## src/rtl/wer_pkg.sv

```systemverilog
package wer_pkg;
  localparam int MASK_W    = 3;
  localparam int BIT_READ  = 0;
  localparam int BIT_WRITE = 1;
  localparam int BIT_CLOSE = 2;

  typedef logic [MASK_W-1:0] wake_mask_t;

  localparam logic SEL_CHAN  = 1'b0;
  localparam logic SEL_WAKES = 1'b1;
endpackage

```

## src/rtl/wer_slot.sv

```systemverilog
// One slot: arming flags, pending mask and mid-drain hold mask.
module wer_slot
  import wer_pkg::*;
(
  input  logic       clk,
  input  logic       rst_n,
  input  logic       ev_rd,
  input  logic       ev_wr,
  input  logic       ev_cls,
  input  logic       arm_rd,
  input  logic       arm_wr,
  input  logic       to_hold,
  input  logic       end_list,
  input  logic       claim,
  output wake_mask_t pend
);
  logic       armed_rd_q, armed_wr_q;
  wake_mask_t pend_q, hold_q, fresh;
  logic       gate_rd, gate_wr;

  // An arm strobe in the same cycle as the event counts.
  assign gate_rd = armed_rd_q | arm_rd;
  assign gate_wr = armed_wr_q | arm_wr;

  always_comb begin
    fresh            = '0;
    fresh[BIT_READ]  = ev_rd & gate_rd;
    fresh[BIT_WRITE] = ev_wr & gate_wr;
    fresh[BIT_CLOSE] = ev_cls;
  end

  always_ff @(posedge clk) begin
    if (!rst_n) begin
      armed_rd_q <= 1'b0;
      armed_wr_q <= 1'b0;
      pend_q     <= '0;
      hold_q     <= '0;
    end else begin
      // Accepting an event uses up its arming.
      armed_rd_q <= gate_rd & ~ev_rd;
      armed_wr_q <= gate_wr & ~ev_wr;
      if (end_list) begin
        pend_q <= hold_q | fresh;
        hold_q <= '0;
      end else if (to_hold) begin
        hold_q <= hold_q | fresh;
        pend_q <= claim ? '0 : pend_q;
      end else begin
        pend_q <= pend_q | fresh;
      end
    end
  end

  assign pend = pend_q;
endmodule

```

## src/rtl/wer_pick.sv

```systemverilog
// Lowest-index finder over a request vector.
module wer_pick #(
  parameter int N  = 8,
  parameter int IW = (N > 1) ? $clog2(N) : 1
) (
  input  logic [N-1:0]  req,
  output logic          found,
  output logic [IW-1:0] idx
);
  always_comb begin
    found = 1'b0;
    idx   = '0;
    for (int i = N - 1; i >= 0; i--) begin
      if (req[i]) begin
        found = 1'b1;
        idx   = IW'(i);
      end
    end
  end
endmodule

```

## src/rtl/wer_regport.sv

```systemverilog
// Registered read response for the channel and wakes registers.
module wer_regport
  import wer_pkg::*;
#(
  parameter int CHAN_W = 32,
  parameter int IW     = 3
) (
  input  logic              clk,
  input  logic              rst_n,
  input  logic              rd_en,
  input  logic              rd_sel,
  input  logic              found,
  input  logic [IW-1:0]     idx,
  input  wake_mask_t        pick_mask,
  output logic              rsp_valid,
  output logic [CHAN_W-1:0] rsp_data
);
  wake_mask_t        cur_mask_q;
  logic [CHAN_W-1:0] chan_val;

  assign chan_val = found ? (CHAN_W'(idx) + CHAN_W'(1)) : '0;

  always_ff @(posedge clk) begin
    if (!rst_n) begin
      rsp_valid  <= 1'b0;
      rsp_data   <= '0;
      cur_mask_q <= '0;
    end else begin
      rsp_valid <= rd_en;
      if (rd_en) begin
        if (rd_sel == SEL_CHAN) begin
          rsp_data   <= chan_val;
          cur_mask_q <= found ? pick_mask : '0;
        end else begin
          rsp_data <= CHAN_W'(cur_mask_q);
        end
      end
    end
  end
endmodule

```

## src/rtl/wake_event_reporter.sv

```systemverilog
module wake_event_reporter
  import wer_pkg::*;
#(
  parameter int NUM_SLOTS = 8,
  parameter int CHAN_W    = 32
) (
  input  logic                 clk,
  input  logic                 rst_n,
  input  logic [NUM_SLOTS-1:0] evt_readable,
  input  logic [NUM_SLOTS-1:0] evt_writable,
  input  logic [NUM_SLOTS-1:0] evt_closed,
  input  logic [NUM_SLOTS-1:0] arm_on_read,
  input  logic [NUM_SLOTS-1:0] arm_on_write,
  input  logic                 rd_en,
  input  logic                 rd_sel,
  output logic                 rsp_valid,
  output logic [CHAN_W-1:0]    rsp_data,
  output logic                 irq
);
  localparam int IW = (NUM_SLOTS > 1) ? $clog2(NUM_SLOTS) : 1;

  wake_mask_t           pend [NUM_SLOTS];
  logic [NUM_SLOTS-1:0] nz;
  logic [NUM_SLOTS-1:0] claim;
  logic                 found;
  logic [IW-1:0]        idx;
  wake_mask_t           pick_mask;
  logic                 draining_q;
  logic                 chan_read, start_drain, end_list, to_hold;

  assign chan_read   = rd_en & (rd_sel == SEL_CHAN);
  assign start_drain = chan_read & found & ~draining_q;
  assign end_list    = chan_read & ~found & draining_q;
  assign to_hold     = draining_q | start_drain;

  for (genvar s = 0; s < NUM_SLOTS; s++) begin : g_slot
    assign claim[s] = chan_read & found & (idx == IW'(s));
    assign nz[s]    = |pend[s];
    wer_slot u_slot (
      .clk      (clk),
      .rst_n    (rst_n),
      .ev_rd    (evt_readable[s]),
      .ev_wr    (evt_writable[s]),
      .ev_cls   (evt_closed[s]),
      .arm_rd   (arm_on_read[s]),
      .arm_wr   (arm_on_write[s]),
      .to_hold  (to_hold),
      .end_list (end_list),
      .claim    (claim[s]),
      .pend     (pend[s])
    );
  end

  wer_pick #(.N(NUM_SLOTS), .IW(IW)) u_pick (
    .req   (nz),
    .found (found),
    .idx   (idx)
  );

  always_comb begin
    pick_mask = '0;
    for (int s = 0; s < NUM_SLOTS; s++) begin
      if (idx == IW'(s)) pick_mask = pend[s];
    end
  end

  always_ff @(posedge clk) begin
    if (!rst_n)           draining_q <= 1'b0;
    else if (start_drain) draining_q <= 1'b1;
    else if (end_list)    draining_q <= 1'b0;
  end

  assign irq = draining_q | (|nz);

  wer_regport #(.CHAN_W(CHAN_W), .IW(IW)) u_port (
    .clk       (clk),
    .rst_n     (rst_n),
    .rd_en     (rd_en),
    .rd_sel    (rd_sel),
    .found     (found),
    .idx       (idx),
    .pick_mask (pick_mask),
    .rsp_valid (rsp_valid),
    .rsp_data  (rsp_data)
  );
endmodule

```

## config.mk

```make
export PLATFORM = sky130hd
export DESIGN_NAME = wake_event_reporter
export DESIGN_NICKNAME = d
export VERILOG_FILES = /design/src/rtl/wer_pkg.sv /design/src/rtl/wer_slot.sv /design/src/rtl/wer_pick.sv /design/src/rtl/wer_regport.sv /design/src/rtl/wake_event_reporter.sv
export SDC_FILE = /design/constraint.sdc
export NUM_CORES = 1
export LEC_CHECK = 0
export BUFFER_PORTS_ARGS = -buffer_cell sky130_fd_sc_hd__buf_2
export CORE_MARGIN = 2
export CORE_UTILIZATION = 56
export CTS_CLUSTER_SIZE = 16
export DETAILED_ROUTE_END_ITERATION = 12
export GPL_ROUTABILITY_DRIVEN = 0
export GPL_TIMING_DRIVEN = 0
export PLACE_DENSITY_LB_ADDON = 0.25
export SLEW_MARGIN = 20
export SYNTH_ARGS = -nofsm -noshare
export SYNTH_HDL_FRONTEND = slang
export SYNTH_SLANG_ARGS = --single-unit
export TNS_END_PERCENT = 100
```

## constraint.sdc

```tcl
create_clock -name clk -period 7.1 [get_ports clk]
set_input_delay 0.355 -clock clk [delete_from_list [all_inputs] [get_ports clk]]
set_output_delay 0.355 -clock clk [all_outputs]
set_load 0.03 [all_outputs]
```

# ---- Word level (Yosys, flattened, before mapping)
# Index checks and enable logic that the tools add are counted.
dict set report totals {
  ff_bits 101
  input_bits 44
  elab_cells 217
}
dict set report classes {
  add_sub_neg 1
  eq_ne 15
  mux 53
  bitwise_logic 99
  reduce_logical 13
}
# operator count
set op_table {}
lappend op_table {{$mux W3} 41}
lappend op_table {{$mux W32} 2}
lappend op_table {{$or A3 B3 Y3} 16}
lappend op_table {{$and A1 B1 Y1} 45}
lappend op_table {{$reduce_or A24 Y1} 1}
lappend op_table {{$reduce_or A3 Y1} 8}
lappend op_table {{$ne A3 B2 Y1 const B} 7}
lappend op_table {{$not A1 Y1} 20}
lappend op_table {{$or A1 B1 Y1} 18}
lappend op_table {{$eq A3 B3 Y1 const B} 4}
lappend op_table {{$mux W1} 10}
lappend op_table {{$eq A3 B2 Y1 const B} 2}
lappend op_table {{$add A3 B1 Y4 const B} 1}
lappend op_table {{$eq A3 B1 Y1 const B} 1}
lappend op_table {{$logic_not A3 Y1} 1}
lappend op_table {{$ne A3 B3 Y1 const B} 1}
lappend op_table {{$reduce_and A2 Y1} 1}
lappend op_table {{$reduce_bool A2 Y1} 1}
lappend op_table {{$reduce_or A2 Y1} 1}

# ---- Logic depth before layout (Yosys ltp)
dict set report logic_depth {
  word_depth 19
  ltp_mapped 14
}

# ---- By module
# A second synthesis with hierarchy kept.
dict set report unflattened {
  cells_unflattened 422
  area_unflattened_um2 3617.2
}
# module instances cells_per_inst area_each_um2
set modules_own_cells {}
lappend modules_own_cells {wer_slot 8 35 315.3}
lappend modules_own_cells {wer_regport 1 68 561.8}
lappend modules_own_cells {wake_event_reporter 1 61 452.9}
lappend modules_own_cells {wer_pick 1 13 80.1}

# ---- Worst setup path after synthesis
# Ideal clock, no wire load.
dict set report synth_path {
  path_kind {register to register}
  from {register g_slot[6].u_slot.pend_q[2]}
  to {register u_port.cur_mask_q[0]}
  setup_time_ns 0.117
  t_arrival_ns 2.535
  required_ns 6.983
  path_slack_ns 4.448
  stages_incl_launch_ff 14
  n_path_buf 2
  path_cell_list {dfxtp_1 o41ai_2 a21oi_1 or2_1 buf_6 inv_1 ha_1 clkbuf_1 mux2_2 mux2i_1 nor2_1 a221oi_1 o22ai_1 a22o_1}
}
dict set report synth_between {
  elab_chain_cells 18
  elab_cells_between_ends 32
}
# element line
set synth_lines {}
lappend synth_lines {{from (decl)} wer_slot.sv:18} ;# wake_mask_t pend_q, hold_q, fresh;
lappend synth_lines {{from (signal assigned)} wer_slot.sv:43} ;# pend_q <= hold_q | fresh;
lappend synth_lines {{from (signal assigned)} wer_slot.sv:47} ;# pend_q <= claim ? '0 : pend_q;
lappend synth_lines {{from (signal assigned)} wer_slot.sv:49} ;# pend_q <= pend_q | fresh;
lappend synth_lines {{$reduce_or A3 Y1 (*)} wake_event_reporter.sv:38} ;# assign nz[s] = |pend[s];
lappend synth_lines {{$mux W3 (7 in a row)} wer_pick.sv:14} ;# if (req[i]) begin
lappend synth_lines {{$logic_not A3 Y1} wake_event_reporter.sv:63} ;# if (idx == IW'(s)) pick_mask = pend[s];
lappend synth_lines {{$mux W3 (8 in a row)} wake_event_reporter.sv:63}
lappend synth_lines {{$mux W3 (*)} wer_regport.sv:33} ;# cur_mask_q <= found ? pick_mask : '0;
lappend synth_lines {{to (signal assigned)} wer_regport.sv:33}
lappend synth_lines {{to (decl)} wer_regport.sv:18} ;# wake_mask_t cur_mask_q;
# Every way passes the cells marked *; elsewhere a longest branch is shown, timed or not.
# A chain may end at the register's enable or synchronous reset.

# ---- Final worst setup path
dict set report layout_path {
  from {register g_slot[0].u_slot.pend_q[2]}
  to {register u_port.cur_mask_q[0]}
}
dict set report layout_between {
  elab_chain_cells 12
  elab_cells_between_ends 20
}
# element line
set layout_lines {}
lappend layout_lines {{from (decl)} wer_slot.sv:18}
lappend layout_lines {{from (signal assigned)} wer_slot.sv:43}
lappend layout_lines {{from (signal assigned)} wer_slot.sv:47}
lappend layout_lines {{from (signal assigned)} wer_slot.sv:49}
lappend layout_lines {{$reduce_or A3 Y1 (*)} wake_event_reporter.sv:38}
lappend layout_lines {{$mux W3} wer_pick.sv:14}
lappend layout_lines {{$logic_not A3 Y1} wake_event_reporter.sv:63}
lappend layout_lines {{$mux W3 (8 in a row)} wake_event_reporter.sv:63}
lappend layout_lines {{$mux W3 (*)} wer_regport.sv:33}
# Marks and branches as above.

==> results.sh <==
export IMPL_clkTransAtPathRegs_ns=0.08
export IMPL_slowest_delay_ns=0.39
export IMPL_cts_root_buf="clkbuf_8"
export IMPL_synth_area_um2=3460
export IMPL_synthArstFlopShare_pct=0
export IMPL_final_common_cell="dfxtp_1"
export IMPL_grt_pass1_wl_um=14300
export IMPL_antenna_found_initial=0
export IMPL_ir_drop_uv=202
export IMPL_worstPathRequired_ns=7.35
export IMPL_ys_types=53
export IMPL_finalNonFillerCells=582
export IMPL_finalMaxSlewViolations=0
export IMPL_yosysSeqAreaShare_pct=42.2
export IMPL_vias=3281
export IMPL_p_leak_nw=1.79
export IMPL_fp_row_count=28
export IMPL_drv_cap=0
export IMPL_max_freq_mhz=324
export IMPL_fin_nets=550
export IMPL_ctsResizeCount=0
export IMPL_synth_cells=416
export IMPL_min_delay_path_class="input pin to flop"
export IMPL_path_max_fanout=10
export IMPL_dp_cells=566
export IMPL_drive_above_1_share_pct=23.5
export IMPL_ys_warn_count=0
export IMPL_start_kind="flop"
export IMPL_first_pass_iters=6
export IMPL_slowest_stage="mux2_2"
export IMPL_via_per_inst=5.64
export IMPL_dieHeight_um=82.6
export IMPL_cp_cell_sequence="nor3_4 -> o41ai_1 -> or2_1 -> buf_6 -> inv_1 -> ha_1 -> clkbuf_1 -> mux2_2 -> mux2i_1 -> nor2_1 -> a221oi_1 -> o22ai_1 -> a22o_1"
export IMPL_cts_sinks=73
export IMPL_grt_ovfl_total=0
export IMPL_ctsHoldBuffers=0
export IMPL_grt_pass1_vias=2983
export IMPL_routed_wirelength_um=9010
export IMPL_final_cell_mix="dfxtp_1 (73), nor2_1 (64), buf_2 (56)"
export IMPL_cts_path_max_buffers=2
export IMPL_path_depth=13
export IMPL_rsz0062_at_grt="no"
export IMPL_crit_type="flop to flop"
export IMPL_ios=78
export IMPL_insertion_delay_ns=0.35
export IMPL_hpwl_um=6480
export IMPL_p_total_mw=1.06
export IMPL_cts_tree="built"
export IMPL_r2r_cells=13
export IMPL_hold_ws_ns=0.166
export IMPL_worstPathArrival_ns=3.34
export IMPL_worst_clock_skew_ns=0.00562
export IMPL_cp_num_buf_inv=3
export IMPL_wire_per_inst_um=15.5
export IMPL_period_needed_ns=3.09
export IMPL_initial_core_util_pct=58.2
export IMPL_max_slew_margin_pct=49.4
export IMPL_core_area_um2=5960
export IMPL_whs_path_depth=2
export IMPL_utilization_pct=69.3
export IMPL_post_cts_setup_buffer_count=0
export IMPL_htreeDepth=3
export IMPL_avgSynthCellArea_um2=8.33
export IMPL_worstSetupEndpointType="flop"
export IMPL_n_fill_cell=499
export IMPL_setup_violations=0
export IMPL_drt_initial_drc_count=471
export IMPL_setup_tns_ns=0
export IMPL_synth_main_ff_cell="dfxtp_1"
export IMPL_worst_pin_slew_ns=0.760
export IMPL_grtUsageTotal_pct=28.6
export IMPL_grt_max_degree=13
export IMPL_die_w_um=82.6
export IMPL_powerDensity_nw_per_um2=258
export IMPL_antenna_cells=0
export IMPL_die_area_um2=6830
export IMPL_synth_seq_cells=73
export IMPL_port_buffers=48
export IMPL_postRouteAntennaNets=0
export IMPL_drc_errors=0
export IMPL_critical_path_top_delay_family="compound AO/OA/AOI/OAI gates"
export IMPL_cts_buffers=9
export IMPL_hold_viol=0
export IMPL_timing_final_crit_share_pct=43.5
export IMPL_status="finished clean"
export IMPL_area_growth_pct=19.2
export IMPL_synth_edf_count=0
-- cell type report --
cell class | instances | area [µm²] | area share, %
repair buffers | 48 | 240 | 5.82
multi-input cells | 317 | 1780 | 43.2
well taps | 75 | 93.8 | 2.27
plain buffers | 48 | 303 | 7.34
clock inverters | 5 | 77.6 | 1.88
flip-flops and latches | 73 | 1460 | 35.4
clock buffers | 11 | 151 | 3.67
inverters | 5 | 18.8 | 0.455
-- sequential cells by signal, summed over array words and instances (netlist names) --
register                  count
g_slot.u_slot.armed_wr_q      8
u_port.cur_mask_q             3
u_port.rsp_valid              1
g_slot.u_slot.pend           24
g_slot.u_slot.armed_rd_q      8
draining_q                    1
g_slot.u_slot.hold_q         24
u_port.rsp_data               4
-- path summary, 6_finish.rpt --
kind / start / endpoint / slack (ns)
hold / removal: evt_readable[4] / g_slot[4].u_slot.armed_rd_q / 0.17
hold reg to reg: g_slot[6].u_slot.hold_q[0] / g_slot[6].u_slot.pend[0] / 0.47
setup reg to reg: g_slot[0].u_slot.pend[2] / u_port.cur_mask_q[0] / 4.01
setup / recovery: g_slot[0].u_slot.pend[2] / u_port.cur_mask_q[0] / 4.01
-- layer usage --
metal	part of all wire [%]	global-route usage, %	vias to the layer above
li1	-	-	1585
met1	39	35.3	1460
met2	46	45.7	199
met3	12	9.46	37
met4	3.2	12.1	0
met5	0	0	-
-- metrics by stage --
step	area, µm²	setup slack, ns
CTS	4130	4.08
floorplan	3560	4.45
global route	4130	3.86
detailed placement	3900	4.12
finish	4130	4.01
global placement	3900	4.16
-- synthesized netlist by cell type (6+ instances only) --
cell	instances	share of area (%)
nand2_1	33	3.6
nor3_1	18	2.6
buf_2	8	1.2
a221oi_1	6	1.5
a22oi_1	10	2.2
nor2b_1	19	3.4
clkbuf_1	10	1.1
dfxtp_1	73	42
buf_4	28	6.1
nor2_1	64	6.9
a21oi_1	53	7.7
o21ai_0	8	1.2
o21ai_1	8	1.2
nand3_1	6	0.87
-- power by group --
group	switching, mW	total [mW]	internal (mW)	leakage, nW
combinational	0.142	0.231	0.0885	1.07
clock	0.154	0.369	0.216	0.115
sequential	0.0250	0.464	0.439	0.601
total	0.321	1.06	0.743	1.79
-- worst reg2reg max path: stages (launching register included) --
cell      delay [ns]
dfxtp_1         0.35
nor3_4          0.33
o41ai_1         0.14
or2_1           0.25
buf_6           0.13
inv_1           0.06
ha_1            0.14
clkbuf_1        0.38
mux2_2          0.40
mux2i_1         0.15
nor2_1          0.05
a221oi_1        0.23
o22ai_1         0.15
a22o_1          0.24
-- cell families (layout without fill, tap and decap cells) --
group	after synthesis	in the layout	share of synthesized area, %
AOI/OAI and AO/OA	117	117	21.6
adders and majority gates	4	4	1.45
buffers and inverters	53	117	9.28
DFF	73	73	42.2
muxes	2	2	0.614
other	1	28	0.108
and+or+nand+nor	166	166	24.8
No activity file was read; power rests on OpenSTA's default activity.
